## config.mk

```make
export PLATFORM = sky130hd
export DESIGN_NAME = div_unit
export DESIGN_NICKNAME = d
export VERILOG_FILES = /design/src/rtl/divu_pkg.sv /design/src/rtl/div_prep.sv /design/src/rtl/div_core.sv /design/src/rtl/div_fix.sv /design/src/rtl/div_unit.sv
export SDC_FILE = /design/constraint.sdc
export NUM_CORES = 1
export LEC_CHECK = 0
export BUFFER_PORTS_ARGS = -buffer_cell sky130_fd_sc_hd__buf_2
export CAP_MARGIN = 15
export CELL_PAD_IN_SITES_DETAIL_PLACEMENT = 0
export CELL_PAD_IN_SITES_GLOBAL_PLACEMENT = 2
export CORE_UTILIZATION = 38
export DETAILED_ROUTE_END_ITERATION = 8
export GPL_ROUTABILITY_DRIVEN = 0
export PLACE_DENSITY = 0.93
export SLEW_MARGIN = 10
export SYNTH_ARGS = -nofsm -noshare
export SYNTH_HDL_FRONTEND = slang
export SYNTH_SLANG_ARGS = --single-unit
```

## constraint.sdc

```tcl
create_clock -name clk -period 6.5 [get_ports clk]
set_input_delay 1.3 -clock clk [delete_from_list [all_inputs] [get_ports clk]]
set_output_delay 1.3 -clock clk [all_outputs]
set_load 0.02 [all_outputs]
```

## src/rtl/divu_pkg.sv

```systemverilog
package divu_pkg;

    typedef enum logic [1:0] {
        ST_IDLE = 2'd0,
        ST_RUN  = 2'd1,
        ST_FIN  = 2'd2
    } div_state_t;

    // bit 2: word form, bit 1: remainder, bit 0: unsigned
    typedef struct packed {
        logic word;
        logic rem;
        logic uns;
    } div_op_t;

    function automatic div_op_t decode_op(input logic [2:0] code);
        return div_op_t'(code);
    endfunction

endpackage

```

## src/rtl/div_prep.sv

```systemverilog
module div_prep
    import divu_pkg::*;
#(
    parameter int XLEN = 64
) (
    input  div_op_t           op_i,
    input  logic [XLEN-1:0]   a_i,
    input  logic [XLEN-1:0]   b_i,
    output logic [XLEN-1:0]   ext_a_o,
    output logic [XLEN-1:0]   mag_a_o,
    output logic [XLEN-1:0]   mag_b_o,
    output logic              neg_a_o,
    output logic              neg_b_o,
    output logic              zero_o,
    output logic              ovf_o
);
    localparam int W = XLEN / 2;

    logic [XLEN-1:0] ea, eb;
    logic            ovf_full, ovf_word;

    always_comb begin
        if (op_i.word) begin
            ea = op_i.uns ? {{W{1'b0}}, a_i[W-1:0]} : {{W{a_i[W-1]}}, a_i[W-1:0]};
            eb = op_i.uns ? {{W{1'b0}}, b_i[W-1:0]} : {{W{b_i[W-1]}}, b_i[W-1:0]};
        end else begin
            ea = a_i;
            eb = b_i;
        end
        neg_a_o  = !op_i.uns && ea[XLEN-1];
        neg_b_o  = !op_i.uns && eb[XLEN-1];
        mag_a_o  = neg_a_o ? (~ea + 1'b1) : ea;
        mag_b_o  = neg_b_o ? (~eb + 1'b1) : eb;
        zero_o   = (eb == '0);
        ovf_full = (a_i == {1'b1, {(XLEN-1){1'b0}}}) && (&b_i);
        ovf_word = (a_i[W-1:0] == {1'b1, {(W-1){1'b0}}}) && (&b_i[W-1:0]);
        ovf_o    = !op_i.uns && !zero_o && (op_i.word ? ovf_word : ovf_full);
        ext_a_o  = ea;
    end

endmodule

```

## src/rtl/div_core.sv

```systemverilog
module div_core #(
    parameter int XLEN = 64
) (
    input  logic            clk,
    input  logic            rst,
    input  logic            load_i,
    input  logic            step_i,
    input  logic            word_i,
    input  logic [XLEN-1:0] mag_a_i,
    input  logic [XLEN-1:0] mag_b_i,
    output logic [XLEN-1:0] quo_o,
    output logic [XLEN-1:0] rem_o
);
    localparam int W = XLEN / 2;

    logic [XLEN-1:0] quo_q, rem_q, dvs_q;
    logic [XLEN:0]   shifted, trial;
    logic            fits;

    always_comb begin
        shifted = {rem_q, quo_q[XLEN-1]};
        fits    = (shifted >= {1'b0, dvs_q});
        trial   = shifted - {1'b0, dvs_q};
    end

    always_ff @(posedge clk) begin
        if (rst) begin
            quo_q <= '0;
            rem_q <= '0;
            dvs_q <= '0;
        end else if (load_i) begin
            // word magnitudes are pre-aligned so the loop runs W steps
            quo_q <= word_i ? (mag_a_i << W) : mag_a_i;
            rem_q <= '0;
            dvs_q <= mag_b_i;
        end else if (step_i) begin
            quo_q <= {quo_q[XLEN-2:0], fits};
            rem_q <= fits ? trial[XLEN-1:0] : shifted[XLEN-1:0];
        end
    end

    assign quo_o = quo_q;
    assign rem_o = rem_q;

endmodule

```

## src/rtl/div_fix.sv

```systemverilog
module div_fix #(
    parameter int XLEN = 64
) (
    input  logic            word_i,
    input  logic            rem_sel_i,
    input  logic            neg_q_i,
    input  logic            neg_r_i,
    input  logic            bypass_i,
    input  logic [XLEN-1:0] bypass_val_i,
    input  logic [XLEN-1:0] quo_i,
    input  logic [XLEN-1:0] rem_i,
    output logic [XLEN-1:0] res_o
);
    localparam int W = XLEN / 2;

    logic [XLEN-1:0] q_s, r_s, raw;

    always_comb begin
        q_s   = neg_q_i ? (~quo_i + 1'b1) : quo_i;
        r_s   = neg_r_i ? (~rem_i + 1'b1) : rem_i;
        raw   = bypass_i ? bypass_val_i : (rem_sel_i ? r_s : q_s);
        res_o = word_i ? {{W{raw[W-1]}}, raw[W-1:0]} : raw;
    end

endmodule

```

## src/rtl/div_unit.sv

```systemverilog
module div_unit
    import divu_pkg::*;
#(
    parameter int XLEN = 64
) (
    input  logic            clk,
    input  logic            rst,
    input  logic            req_valid,
    output logic            req_ready,
    input  logic [2:0]      req_op,
    input  logic [XLEN-1:0] req_a,
    input  logic [XLEN-1:0] req_b,
    output logic            rsp_done,
    output logic [XLEN-1:0] rsp_result
);
    localparam int W    = XLEN / 2;
    localparam int CW   = $clog2(XLEN + 1);
    localparam logic [CW-1:0] LAST_FULL = CW'(XLEN - 1);
    localparam logic [CW-1:0] LAST_WORD = CW'(W - 1);

    div_state_t      state_q;
    logic [CW-1:0]   cnt_q;
    div_op_t         op_in;
    logic            word_q, rem_q, neg_q_q, neg_r_q, bypass_q;
    logic [XLEN-1:0] bypass_val_q;

    logic [XLEN-1:0] ext_a, mag_a, mag_b, quo, rem, fix_res, bypass_val_d;
    logic            neg_a, neg_b, zero_b, ovf;
    logic            accept, step;

    assign op_in     = decode_op(req_op);
    assign req_ready = (state_q == ST_IDLE);
    assign accept    = req_valid && req_ready;
    assign step      = (state_q == ST_RUN);

    div_prep #(.XLEN(XLEN)) u_prep (
        .op_i    (op_in),
        .a_i     (req_a),
        .b_i     (req_b),
        .ext_a_o (ext_a),
        .mag_a_o (mag_a),
        .mag_b_o (mag_b),
        .neg_a_o (neg_a),
        .neg_b_o (neg_b),
        .zero_o  (zero_b),
        .ovf_o   (ovf)
    );

    div_core #(.XLEN(XLEN)) u_core (
        .clk     (clk),
        .rst     (rst),
        .load_i  (accept),
        .step_i  (step),
        .word_i  (op_in.word),
        .mag_a_i (mag_a),
        .mag_b_i (mag_b),
        .quo_o   (quo),
        .rem_o   (rem)
    );

    always_comb begin
        if (zero_b)
            bypass_val_d = op_in.rem ? ext_a : '1;
        else
            bypass_val_d = op_in.rem ? '0 : ext_a;
    end

    always_ff @(posedge clk) begin
        if (rst) begin
            state_q      <= ST_IDLE;
            cnt_q        <= '0;
            word_q       <= 1'b0;
            rem_q        <= 1'b0;
            neg_q_q      <= 1'b0;
            neg_r_q      <= 1'b0;
            bypass_q     <= 1'b0;
            bypass_val_q <= '0;
        end else begin
            case (state_q)
                ST_IDLE: if (accept) begin
                    word_q       <= op_in.word;
                    rem_q        <= op_in.rem;
                    neg_q_q      <= neg_a ^ neg_b;
                    neg_r_q      <= neg_a;
                    bypass_q     <= zero_b || ovf;
                    bypass_val_q <= bypass_val_d;
                    cnt_q        <= op_in.word ? LAST_WORD : LAST_FULL;
                    state_q      <= (zero_b || ovf) ? ST_FIN : ST_RUN;
                end
                ST_RUN: begin
                    if (cnt_q == '0)
                        state_q <= ST_FIN;
                    else
                        cnt_q <= cnt_q - 1'b1;
                end
                ST_FIN:  state_q <= ST_IDLE;
                default: state_q <= ST_IDLE;
            endcase
        end
    end

    div_fix #(.XLEN(XLEN)) u_fix (
        .word_i       (word_q),
        .rem_sel_i    (rem_q),
        .neg_q_i      (neg_q_q),
        .neg_r_i      (neg_r_q),
        .bypass_i     (bypass_q),
        .bypass_val_i (bypass_val_q),
        .quo_i        (quo),
        .rem_i        (rem),
        .res_o        (fix_res)
    );

    assign rsp_done   = (state_q == ST_FIN);
    assign rsp_result = rsp_done ? fix_res : '0;

endmodule

```

==> results of run 1 <==
-- layer usage --
layer | part of all wire (%) | up-vias | track usage [%]
li1 | - | 12300 | -
met1 | 45 | 12300 | 47.5
met5 | 0.077 | - | 0
met2 | 40 | 1450 | 43.7
met3 | 12 | 185 | 7.98
met4 | 3.7 | 10 | 12.0
-- registers in the layout, indices dropped and copies added (netlist names) --
register	cells
u_core.quo_o	64
bypass_val_q	64
rem_q	1
cnt_q	7
neg_r_q	1
neg_q_q	1
u_core.rem_o	64
state_q	2
u_core.dvs_q	64
word_q	1
bypass_q	1
-- per-stage QoR --
| step | instance area [µm²] | util (%) |
|---|---|---|
| after global routing | 26200 | 43.1 |
| after CTS | 26200 | 43.1 |
| after floorplan | 23500 | - |
| final | 26200 | 43.1 |
| after detailed placement | 25000 | 41.1 |
| after global placement | 25000 | 41.1 |
-- Yosys cell counts, types with 11 or more instances --
library cell,n,share of area (%)
a211oi_1,110,3.5
or4_1,28,0.89
nand3_1,42,0.89
buf_1,16,0.26
inv_1,108,1.7
o21a_1,13,0.42
o211ai_1,25,0.80
o21ai_0,250,5.3
clkbuf_1,217,3.5
maj3_2,30,1.4
mux2i_1,21,0.89
o21bai_1,11,0.35
maj3_1,33,1.4
xor2_1,125,4.7
or2_2,14,0.37
nand3b_1,14,0.45
nand2b_1,12,0.32
a221oi_1,38,1.4
dfxtp_1,270,23
nor3_1,103,2.2
a21o_1,49,1.6
ha_1,71,3.8
nor4_1,40,1.1
a21oi_1,416,8.9
or3_1,39,1.0
and2_1,15,0.40
o31ai_1,56,1.8
xnor2_1,164,6.1
nand4_1,48,1.3
nor2_1,399,6.4
o41ai_1,28,1.0
and3_1,12,0.32
nand2_1,348,5.6
a31oi_1,30,0.80
-- worst min-delay path: stages (launching register included) --
cell	delay, ns
dfxtp_1	0.31
nand2_1	0.05
a21oi_1	0.05
-- power groups by stage --
stage	Clock (mW)	Sequential, mW	Combinational (mW)
final	2.06	2.22	4.64
after global routing	2.14	2.23	5.03
after CTS	2.08	2.19	4.53
after detailed placement	0	2.23	4.50
after global placement	0	2.22	4.53
after floorplan	0	2.07	3.24
-- cell type report --
class / instances / share of cell area (%)
well taps: 782 / 3.74
clock inverters: 14 / 0.827
repair buffers: 249 / 5.31
multi-input cells: 2733 / 64.1
flip-flops and latches: 270 / 20.7
clock buffers: 46 / 3.70
inverters: 111 / 1.59
diodes: 2 / 0.0191
-- worst max path at each step --
stage	cells past startpoint	slack, ns	to	from
floorplan	11	1.98	rsp_result[34]	u_core.quo_o[10]$_SDFFE_PP0P_
detailed placement	12	1.19	rsp_result[61]	u_core.quo_o[10]$_SDFFE_PP0P_
global route	12	0.08	rsp_result[63]	u_core.quo_o[10]$_SDFFE_PP0P_
global placement	12	1.23	rsp_result[63]	u_core.quo_o[10]$_SDFFE_PP0P_
finish	12	0.43	rsp_result[63]	u_core.quo_o[6]$_SDFFE_PP0P_
CTS	12	0.57	rsp_result[61]	u_core.quo_o[10]$_SDFFE_PP0P_
-- logic make-up after synthesis --
family,share of synthesized area [%]
and+or+nand+nor,22.8
AOI/OAI and AO/OA,29.8
buffers and inverters,5.96
xor gates and xnor gates,10.8
DFF,23.0
adders and majority gates,6.70
muxes,0.990
==> impl_metrics.toml, run 1 <==
[status]
outcome = "completed"

[sta]
fmax_mhz = 165
fin_worst_hold_slack_ns = 0.451
rsz0062_at_grt = "false"
finalSetupTns_ns = 0
slew_headroom_pct = 4.92
setup_violations = 0
hold_violations = 0
tightest_slew_ns = 1.39
min_period_ns = 6.07
period_share_pct = 93.5
clock_skew_ns = 0.0330
slew_viol_final = 0
timing.final.ws_setup_ns = 0.426

[clock_tree]
clockBufferDepth = 3
worstSkewPairLatency_ns = 0.58
cts_tree = "done"
clock-sinks = 270
cts_setup_buffers = 0
htreeDepth = 2
cts_buffers = 35
ctsHoldBuffers = 0
clkTransAtPathRegs_ns = 0.06
cts_root_buf = "clkbuf_16"
cts_resized = 0

[drt]
drc_errors = 0
dr.pass1.iters = 6
num_vias = 26200
routedWlPerCell_um = 24.8
drt_iter0_drc = 3505
via_per_inst = 6.22
ant_nets = 0
routed_wl_um = 105000

[synth]
synth_ff_type = "dfxtp_1"
syn_inst = 3361
synth-async-reset-ratio_pct = 0
synth_nets = 3567
ys_warn_count = 0
synth-edff-count = 0
syn_avg_cell_area_um2 = 7.00
ys_ff_latch = 270
syn-cell-area_um2 = 23500
synth_seq_area_share_pct = 23.0
yosys.cell_types.count = 87

[finish]
seq_area_um2 = 5410
fin_nets = 3606
final_cell_mix = "414 x a21oi_1, 394 x nor2_1, 347 x nand2_1"
drive_above_1_share_pct = 11.4
multiInputGateArea_um2 = 16800
area_growth_syn_to_layout_pct = 11.2
layout.cells.most_common = "a21oi_1"
fin_cells = 4207
n_fill_cell = 6404

[worst_setup_path]
path_buf_inv = 2
reg2reg_from = "u_core.dvs_q[4]$_SDFFE_PP0P_"
cpMaxStageDelayCell = "or4_1"
rr_worst_depth = 14
slowest_delay_ns = 0.61
worstSetupPathType = "register to output port"
reg2reg_to = "u_core.rem_o[7]$_SDFFE_PP0P_"
path_cells = "or4_1 > nor4_1 > nand3_1 > nor2_1 > nor2_1 > a2111oi_0 > a21oi_1 > o31ai_1 > o21ai_2 > buf_4 > a21oi_1 > buf_2"
arrival_ns = 4.77
crit_family = "simple AND/OR/NAND/NOR gates"
end_kind = "output port"
crit_required_ns = 5.20
crit_fanout = 27
cp-start-kind = "register"
r2r_slack_ns = 2.39

[floorplanning]
io_pins = 200
fp-row-count = 90
initial_utilization_pct = 38.7
die-area_um2 = 62900
core-area_um2 = 60700
die_h_um = 251
die_w_um = 251

[placed_design]
portBuffers = 199
dpl.hpwl_um = 80400
dp_cells = 4145
pre_cts_slack_ns = 1.19

[flow_run]
cap_violations = 0

[power]
switching_share_pct = 47.5
p_comb_share_pct = 52.1
p_per_area_nw_per_um2 = 341
switching_power_mw = 4.24
p_leak_nw = 9.87
total_power_mw = 8.92
seq_power_share_pct = 24.8
clkPwrFrac_pct = 23.1
peakVddDrop_uv = 374
power.internal_mw = 4.68

[worst_hold_path]
hp-class = "register to register"
whs_path_depth = 2
holdPathEnd = "bypass_val_q[20]$_SDFFE_PP0P_"
min_from = "bypass_val_q[20]$_SDFFE_PP0P_"

[global_routing]
grt-ovfl-total = 0
grt_pass1_wl_um = 153000
grtUsageTotal_pct = 32.0
antenna_found_initial = 5
grt_pass1_vias = 23200
grt_max_degree = 81
Note: power is estimated with default switching activity, not from simulation.
==> run 2: changes to the inputs <==
--- a/config.mk
+++ b/config.mk
@@ -10,10 +10,11 @@
 export CELL_PAD_IN_SITES_DETAIL_PLACEMENT = 0
 export CELL_PAD_IN_SITES_GLOBAL_PLACEMENT = 2
 export CORE_UTILIZATION = 38
+export CTS_CLUSTER_DIAMETER = 30
 export DETAILED_ROUTE_END_ITERATION = 8
 export GPL_ROUTABILITY_DRIVEN = 0
 export PLACE_DENSITY = 0.93
-export SLEW_MARGIN = 10
+export SETUP_SLACK_MARGIN = 0.5
 export SYNTH_ARGS = -nofsm -noshare
 export SYNTH_HDL_FRONTEND = slang
 export SYNTH_SLANG_ARGS = --single-unit
==> run 2 against run 1 <==
Effect of this change: cell count is 1.8% higher; sequential power hardly changed; clock skew is 0.0075 ns lower; clock-buffer cell count is 56 higher; routed wire length is 1.1% higher; maximum frequency is 3.3% higher; combinational power hardly changed.
==> impl_metrics.toml, run 2 (synthesized netlist as in run 1, its figures left out) <==
[placed_design]
portBuffers = 199
pre_cts_slack_ns = 1.19
dpl.hpwl_um = 80400
dp_cells = 4145
place_area_um2 = 25000

[worst_setup_path]
crit_fanout = 10
path_cells = "or4_1 > nor4_1 > nand3_1 > nor2_2 > nand3b_1 > or4_1 > o21ai_0 > xnor2_1 > nand2_1 > a21oi_1 > buf_2"
end_kind = "output port"
cp_common_cell = "or4_1"
path_buf_inv = 1
crit_family = "simple AND/OR/NAND/NOR gates"
crit_required_ns = 5.20
slowest_delay_ns = 0.62
worstSetupPathType = "register to output port"
cp-start-kind = "register"
cpMaxStageDelayCell = "or4_1"
arrival_ns = 4.58

[clock_tree]
clockBufferDepth = 3
clock-sinks = 270
htreeDepth = 3
worstSkewPairLatency_ns = 0.62
cts_root_buf = "clkbuf_16"
clkTransAtPathRegs_ns = 0.05
cts_buffers = 75
cts_setup_buffers = 0
cts_tree = "done"

[sta]
slew_viol_final = 0
hold_violations = 0
clock_skew_ns = 0.0255
slew_headroom_pct = 14.3
fin_worst_hold_slack_ns = 0.448
setup_violations = 0
finalSetupTns_ns = 0
tightest_slew_ns = 1.25
min_period_ns = 5.88
fmax_mhz = 170
rsz0062_at_grt = "false"
timing.final.ws_setup_ns = 0.620
period_share_pct = 90.5

[floorplanning]
core-area_um2 = 60700
die_h_um = 251
io_pins = 200
initial_utilization_pct = 38.7
die_w_um = 251
die-area_um2 = 62900
fp-row-count = 90

[drt]
drt_iter0_drc = 3381
routed_wl_um = 106000
num_vias = 26400
drc_errors = 0
routedWlPerCell_um = 24.7
via_per_inst = 6.17
ant_nets = 0
dr.pass1.iters = 6

[global_routing]
grt_max_degree = 81
grtUsageTotal_pct = 32.4
grt_pass1_wl_um = 155000
antenna_found_initial = 3
grt_pass1_vias = 23700
grt-ovfl-total = 0

[finish]
layout.cells.most_common = "a21oi_1"
fin_area_um2 = 27600
n_antenna_cell = 0
drive_above_1_share_pct = 13.4
fin_cells = 4283
final_cell_mix = "411 x a21oi_1, 393 x nor2_1, 347 x nand2_1"
area_growth_syn_to_layout_pct = 17.6
fin_nets = 3646
n_fill_cell = 6263
post-route-util_pct = 45.6

[worst_hold_path]
hp-class = "register to register"

[power]
p_comb_share_pct = 43.4
peakVddDrop_uv = 350
seq_power_share_pct = 20.7
p_per_area_nw_per_um2 = 389
p_leak_nw = 10.6
clkPwrFrac_pct = 35.9
total_power_mw = 10.8
switching_power_mw = 4.63
switching_share_pct = 43.1
power.internal_mw = 6.13

[status]
outcome = "completed"

[flow_run]
cap_violations = 0
## run 2: cell types whose count changed in the layout (fill, tap and decap cells not counted), sizes merged
| cell | previous run | this run |
|---|---|---|
| bufinv | 4 | 9 |
| clkinv | 9 | 16 |
| clkbuf | 46 | 102 |
| inv | 110 | 116 |
| diode | 2 | 0 |
| clkinvlp | 2 | 6 |
## run 2: what timing repair did
item	in CTS	in global routing
resized for setup	0	9
hold buffers	0	0
setup endpoints to repair	0	29
## run 2: routing by layer
metal	routed length (µm)	vias up	GRT usage, %
met3	12200	194	7.70
met4	3800	4	12.1
met5	33	-	0
li1	-	12400	-
met1	47400	12400	47.8
met2	42300	1483	44.6
## run 2: path summary, 6_finish.rpt
path	startpoint	to	slack (ns)	cells after the start
setup / recovery	u_core.rem_o[6]$_SDFFE_PP0P_	rsp_result[45]	0.62	11
hold / removal	bypass_val_q[20]$_SDFFE_PP0P_	bypass_val_q[20]$_SDFFE_PP0P_	0.45	2
setup reg to reg	u_core.rem_o[27]$_SDFFE_PP0P_	u_core.rem_o[35]$_SDFFE_PP0P_	2.36	10
hold reg to reg	bypass_val_q[20]$_SDFFE_PP0P_	bypass_val_q[20]$_SDFFE_PP0P_	0.45	2
## run 2: power groups by stage
stage,sequential [mW],combinational (mW),clock [mW]
floorplan,2.07,3.24,0
global placement,2.22,4.53,0
detailed placement,2.23,4.50,0
CTS,2.20,4.54,3.88
global route,2.23,5.04,3.97
finish,2.23,4.67,3.87
## run 2: cell type report
type	instances	area [µm²]	share of cell area (%)
tap	782	978	3.54
inverter	111	417	1.51
timing repair buffer	249	1390	5.03
multi-input combinational	2733	16800	60.8
clock buffer	102	2130	7.70
sequential	270	5410	19.6
clock inverter	36	510	1.85
## run 2: worst register-to-register path: stages, from the launching register on
cell and delay [ns]:
dfxtp_1 0.42, ha_1 0.48, nand4_1 0.34, nor4_1 0.59, nand2_1 0.25, o21ai_0 0.41, a21o_1 0.19, a31o_2 0.36
buf_4 0.56, mux2i_1 0.30, a21oi_1 0.09
